**src/rtl/wip_status_pkg.sv**
```systemverilog
package wip_status_pkg;

   typedef enum logic [1:0] {
      ROLE_PASS   = 2'd0,
      ROLE_POLL   = 2'd1,
      ROLE_TOGGLE = 2'd2
   } bit_role_e;

   function automatic bit_role_e role_of(input int idx, input int poll_bit, input int tgl_bit);
      if (idx == poll_bit)     return ROLE_POLL;
      else if (idx == tgl_bit) return ROLE_TOGGLE;
      else                     return ROLE_PASS;
   endfunction

endpackage

```
**src/rtl/wip_rd_strobe.sv**
```systemverilog
module wip_rd_strobe #(
   parameter bit CTRL_ACT_LOW = 1'b1
) (
   input  logic rst_n,
   input  logic ce_ctl,
   input  logic oe_ctl,
   input  logic we_ctl,
   output logic rd_act
);
   generate
      if (CTRL_ACT_LOW) begin : g_low
         assign rd_act = rst_n & ~ce_ctl & ~oe_ctl & we_ctl;
      end else begin : g_high
         assign rd_act = rst_n & ce_ctl & oe_ctl & ~we_ctl;
      end
   endgenerate
endmodule

```
**src/rtl/wip_toggle_track.sv**
```systemverilog
module wip_toggle_track #(
   parameter bit TGL_INIT = 1'b1
) (
   input  logic clk,
   input  logic rst_n,
   input  logic rd_act,
   input  logic wip,
   output logic tgl
);
   logic rd_q;
   logic wip_q;
   logic rd_done;

   // a read has ended when its strobe was present last cycle and is gone now
   assign rd_done = rd_q & ~rd_act;

   always_ff @(posedge clk or negedge rst_n) begin
      if (!rst_n) begin
         rd_q  <= 1'b0;
         wip_q <= 1'b0;
         tgl   <= TGL_INIT;
      end else begin
         rd_q  <= rd_act;
         wip_q <= wip;
         if (!wip) begin
            tgl <= TGL_INIT;
         end else if (rd_done && wip_q) begin
            tgl <= ~tgl;
         end
      end
   end
endmodule

```
**src/rtl/wip_bus_mux.sv**
```systemverilog
module wip_bus_mux
   import wip_status_pkg::*;
#(
   parameter int DATA_W   = 8,
   parameter int POLL_BIT = DATA_W - 1,
   parameter int TGL_BIT  = DATA_W - 2
) (
   input  logic              rd_act,
   input  logic              wip,
   input  logic              tgl,
   input  logic [DATA_W-1:0] arr_rdata,
   input  logic [DATA_W-1:0] last_wbyte,
   output logic [DATA_W-1:0] dout
);
   logic [DATA_W-1:0] status_w;

   generate
      for (genvar i = 0; i < DATA_W; i++) begin : g_bit
         localparam bit_role_e ROLE = role_of(i, POLL_BIT, TGL_BIT);
         if (ROLE == ROLE_POLL) begin : g_poll
            assign status_w[i] = ~last_wbyte[i];
         end else if (ROLE == ROLE_TOGGLE) begin : g_tgl
            assign status_w[i] = tgl;
         end else begin : g_pass
            assign status_w[i] = last_wbyte[i];
         end
      end
   endgenerate

   always_comb begin
      if (!rd_act)  dout = '0;
      else if (wip) dout = status_w;
      else          dout = arr_rdata;
   end
endmodule

```
**src/rtl/wip_status_rdpath.sv**
```systemverilog
module wip_status_rdpath #(
   parameter int DATA_W       = 8,
   parameter int POLL_BIT     = DATA_W - 1,
   parameter int TGL_BIT      = DATA_W - 2,
   parameter bit TGL_INIT     = 1'b1,
   parameter bit CTRL_ACT_LOW = 1'b1
) (
   input  logic              clk,
   input  logic              rst_n,
   input  logic              ce_n,
   input  logic              oe_n,
   input  logic              we_n,
   input  logic              wip,
   input  logic [DATA_W-1:0] arr_rdata,
   input  logic [DATA_W-1:0] last_wbyte,
   output logic [DATA_W-1:0] bus_dout,
   output logic              bus_oe
);
   localparam int MIN_W = 2;

   generate
      if (DATA_W < MIN_W) begin : g_bad_w
         initial $fatal(1, "DATA_W too small for two status bits");
      end
      if (POLL_BIT == TGL_BIT || POLL_BIT >= DATA_W || TGL_BIT >= DATA_W
          || POLL_BIT < 0 || TGL_BIT < 0) begin : g_bad_pos
         initial $fatal(1, "status bit positions invalid");
      end
   endgenerate

   logic rd_act;
   logic tgl;

   wip_rd_strobe #(.CTRL_ACT_LOW(CTRL_ACT_LOW)) u_strobe (
      .rst_n  (rst_n),
      .ce_ctl (ce_n),
      .oe_ctl (oe_n),
      .we_ctl (we_n),
      .rd_act (rd_act)
   );

   wip_toggle_track #(.TGL_INIT(TGL_INIT)) u_tgl (
      .clk    (clk),
      .rst_n  (rst_n),
      .rd_act (rd_act),
      .wip    (wip),
      .tgl    (tgl)
   );

   wip_bus_mux #(.DATA_W(DATA_W), .POLL_BIT(POLL_BIT), .TGL_BIT(TGL_BIT)) u_mux (
      .rd_act     (rd_act),
      .wip        (wip),
      .tgl        (tgl),
      .arr_rdata  (arr_rdata),
      .last_wbyte (last_wbyte),
      .dout       (bus_dout)
   );

   assign bus_oe = rd_act;
endmodule

```
**config.mk**
```make
export PLATFORM = sky130hd
export DESIGN_NAME = wip_status_rdpath
export DESIGN_NICKNAME = d
export VERILOG_FILES = /design/src/rtl/wip_status_pkg.sv /design/src/rtl/wip_rd_strobe.sv /design/src/rtl/wip_toggle_track.sv /design/src/rtl/wip_bus_mux.sv /design/src/rtl/wip_status_rdpath.sv
export SDC_FILE = /design/constraint.sdc
export NUM_CORES = 1
export LEC_CHECK = 0
export ABC_AREA = 1
export BUFFER_PORTS_ARGS = -buffer_cell sky130_fd_sc_hd__clkbuf_2
export CAP_MARGIN = 20
export CORE_AREA = 2 2 39 41
export DETAILED_ROUTE_END_ITERATION = 6
export DIE_AREA = 0 0 41 43
export PLACE_DENSITY = 0.61
export SLEW_MARGIN = 5
export SYNTH_ARGS = -nofsm -noshare
export SYNTH_HDL_FRONTEND = slang
export SYNTH_HIERARCHICAL = 1
export SYNTH_SLANG_ARGS = --single-unit
```
**constraint.sdc**
```tcl
create_clock -name clk -period 1.1 [get_ports clk]
set_input_delay 0.22 -clock clk [delete_from_list [all_inputs] [get_ports clk]]
set_output_delay 0.22 -clock clk [all_outputs]
set_load 0.1 [all_outputs]
```
# [After elaboration in Yosys (flattened, before gate mapping)]
# Index checks and enable logic that the tools add are counted.
[word_totals] word_cells=18 in_bits=22 out_inout_bits=9 ff_bits=3
[op_classes] n_reduce_logical=1 n_mux=4 n_bitwise=9 n_eq_ne=1
[ops] cell="$mux W8" n=2
[ops] cell="$not A1 Y1" n=5
[ops] cell="$and A1 B1 Y1" n=4
[ops] cell="$mux W1" n=2
[ops] cell="$ne A2 B1 Y1 const B" n=1
[ops] cell="$logic_and A1 B1 Y1" n=1

# [Depth between registers and ports, before layout]
[logic_depth] ltp_word=9 depth_mapped=7 depth_no_buf=7

# [Cells and area by module]
# The synthesis kept the hierarchy.
[modules_own_cells] mod="wip_bus_mux" area_per_inst_um2=181.4 seq_area_each_um2=0.0 n_inst=1 cells_per_inst=42
[modules_own_cells] mod="wip_toggle_track" area_per_inst_um2=103.8 seq_area_each_um2=76.3 n_inst=1 cells_per_inst=9
[modules_own_cells] mod="wip_rd_strobe" area_per_inst_um2=21.3 seq_area_each_um2=0.0 n_inst=1 cells_per_inst=5

# [Worst setup path after synthesis]
# Ideal clock, no wire load.
[synth_timing] path_type="input -> output" startpoint="in oe_n" endpoint="out bus_dout[0]" t_arrival_ps=2746 path_buffers=1 slack_ps=-1866 cell_stages=6 t_required_ps=880 path_cell_list="inv_1 nand2_1 nor2_2 buf_4 nand2_1 nor2_1"
[synth_between] elab_chain_len=4
[synth_lines] item="from (decl)" line="wip_status_rdpath.sv:11" text="input logic oe_n,"
[synth_lines] item="$not A1 Y1" line="wip_rd_strobe.sv:12" text="assign rd_act = rst_n & ~ce_ctl & ~oe_ctl & we_ctl;"
[synth_lines] item="$and A1 B1 Y1 (2 in series)" line="wip_rd_strobe.sv:12"
[synth_lines] item="net bus_oe" line="wip_status_rdpath.sv:17" text="output logic bus_oe"
[synth_lines] item="$mux W8" line="wip_bus_mux.sv:31" text="if (!rd_act) dout = '0;"
[synth_lines] item="to (decl)" line="wip_status_rdpath.sv:16" text="output logic [DATA_W-1:0] bus_dout,"
# The timed path passes the listed nets, and every way through them passes these cells.

# [Worst setup path after layout]
[layout_timing] startpoint="reg u_tgl.tgl" endpoint="out bus_dout[6]"
[layout_between] elab_chain_len=2
[layout_lines] item="from (decl)" line="wip_toggle_track.sv:8" text="output logic tgl"
[layout_lines] item="from (signal assigned)" line="wip_toggle_track.sv:28" text="tgl <= ~tgl;"
[layout_lines] item="$mux W8" line="wip_bus_mux.sv:32" text="else if (wip) dout = status_w;"
[layout_lines] item="$mux W8" line="wip_bus_mux.sv:31"
# No other way between the ends.

==> reports/metrics.yaml <==
run_status:
  status: "finished, violations left"
  failed_checks: "negative setup slack"
cells_and_area:
  fin_area_um2: 878.3
  drive_gt1_share_pct: 67.02
  multi_input_area_um2: 291.5
  layout_common_cells: "18 x clkbuf_2, 10 x buf_12, 9 x nand2_4, 9 x nor2_4"
  n_antenna_cell: 0
  areaGrowthSynthToFinish_pct: 186.5
  fill_cells: 121
  fin_nets: 117
  layout_commonest_cell: "clkbuf_2"
  regArea_um2: 76.32
global_routing:
  grt_max_degree: 18
  grt_usage_pct: 14.20
  overflow: 0
  grt_antenna_before_repair: 0
  grt_first_pass_wirelength_mm: 1.656
  grt_pass1_vias: 420
routing:
  wl_per_cell_um: 9.145
  first_pass_iters: 2
  ant_nets: 0
  vias: 440
  viasPerCell: 4.000
  wirelength_mm: 1.006
  drt_iter0_drc: 2
  drcViolationCount: 0
floorplanning:
  die_h_um: 43
  fp.dieArea_um2: 1763
  start_util_pct: 22.15
  fp.dieW_um: 41
  placementRows: 14
  ios: 31
  core_um2: 1384
yosys:
  synth_area_leader_cell: "nand2_1"
  ys_warn_count: 6
  ys_seq_area_share_pct: 24.90
  ys_types: 11
  ys_seq_elements: 3
  netlist_area_um2: 306.5
  synth_fp_nets: 78
  yosysTopAreaCellShare_pct: 20.82
  synth_area_per_cell_um2: 5.474
  synth_area_leaders: "nand2_1 21%, nor2_1 20%, dfrtp_1 16%, inv_1 13%, dfstp_2 8.6%"
  syn_inst: 56
timing:
  hold_ws_ns: 0.4232
  setup_viol: 9
  rsz0062_at_grt: "yes"
  fmax_mhz: 714.0
  tightest_slew_ns: 0.3487
  maxSlewViolCount: 0
  period_needed_ns: 1.401
  clock-skew-final_ns: 0.004502
  maxSlewHeadroom_pct: 76.76
  period_share_pct: 127.3
  final_hold_viol_count: 0
  worst_slack_ns: -0.3005
setup_path:
  end_kind: "primary output"
  path_cells: "inv_2, nand2_2, nand2_4, nor2_4, buf_12"
  slowest_stage: "dfstp_2"
  crit_fanout: 2
  critPathMaxStageDelay_ns: 0.53
  crit_type: "reg -> out"
  reg2reg_from: "u_tgl/tgl"
  r2r_end: "u_tgl/tgl"
  arrival_ns: 1.18
  reg2regPathDepth: 4
  startpoint_type: "register"
  r2r_setup_slack_ns: 0.24
  required_ns: 0.88
cts:
  cts.clk_slew.worst_paths_ns: 0.04
  root_buffer: "clkbuf_4"
  cts_sinks: 3
  insertion_delay_ns: 0.23
  cts_tree: "built"
  cts_max_level: 1
  cts-buffers-inserted: 3
  cts_buffer_depth: 2
min_path:
  hp-class: "in -> async"
job:
  maxCapViolCount: 0
power_and_ir_drop:
  total_power_mw: 0.5426
  ir_drop_mv: 0.5139
  powerDensity_nw_per_um2: 617.8
  leakage_nw: 0.4485
placement:
  gp_congestion: 0.6220
  place_worst_setup_slack_ns: -0.2392
  dp_hpwl_um: 751.8
  port-buffer-count: 29
  placed_area_um2: 777.0
-- metal layers --
metal  routed length [um]  GRT usage (%)  vias to the layer above  share of wire (%)
met5                    0              0                        -                  0
met4                    0          8.000                        0                  0
met3                   99          3.665                        0                9.8
met2                  509          23.44                       21                 51
met1                  397          15.26                      185                 39
li1                     -              -                      234                  -
-- critical path: cells and delay by family (launching register included) --
kind	cells	cell delay (ns)
DFF	1	0.53
and+or+nand+nor	3	0.21
buffers and inverters	2	0.21
-- kinds of logic (layout without fill, tap and decap cells) --
family                 after synthesis  in the layout  share of synthesized area, %
flip-flops                           3              3                         24.90
buffers and inverters               14             52                         23.27
AND/OR/NAND/NOR                     39             39                         51.84
-- state kept, by name (all words and copies together), names as in the netlist --
name         flops
u_tgl/wip_q      1
u_tgl/rd_q       1
u_tgl/tgl        1
-- how the worst max path moves through the flow --
stage / end / cells after the start / start / slack [ns]
after floorplan: bus_dout[0] / 6 / ce_n / -0.74
after global placement: bus_dout[7] / 8 / ce_n / -0.23
after detailed placement: bus_dout[4] / 8 / ce_n / -0.24
after CTS: bus_dout[6] / 5 / u_tgl/tgl / -0.32
after global routing: bus_dout[6] / 5 / u_tgl/tgl / -0.34
final: bus_dout[6] / 5 / u_tgl/tgl / -0.30
-- area by class of cell --
class / instances / area share, %
Timing Repair Buffer: 37 / 46.15
Inverter: 11 / 6.695
Clock buffer: 4 / 2.991
Multi-Input combinational cell: 39 / 33.19
Sequential cell: 3 / 8.689
Tap cell: 16 / 2.279
-- power by group --
part / total, mW / internal [mW] / switching [mW]
Sequential: 0.117 / 0.115 / 0.00190
Clock: 0.190 / 0.136 / 0.0538
Combinational: 0.236 / 0.102 / 0.134
-- cells in the mapped netlist (all sizes together) --
| library cell | number |
|---|---|
| inv | 11 |
| nor2 | 17 |
| buf | 3 |
| nand4 | 1 |
| nand3 | 2 |
| nand2 | 19 |
| dfrtp | 2 |
| dfstp | 1 |
-- per-stage QoR --
stage | util, % | cells | TNS (ns)
global route | 63.47 | 110 | -2.022
floorplan | - | 56 | -6.000
detailed placement | 56.15 | 103 | -2.163
global placement | 56.15 | 103 | -2.071
finish | 63.47 | 110 | -1.635
CTS | 63.65 | 110 | -1.885
-- repair_timing --
item / CTS / global route
hold buffers: 1 / 0
pin swaps: 11 / 0
endpoints found under the hold margin: 2 / 0
setup buffers: 1 / 0
gates resized for setup: 7 / 1
gates cloned: 1 / 0
endpoints found under the setup margin: 9 / 9
(Power assumes the default switching activity.)
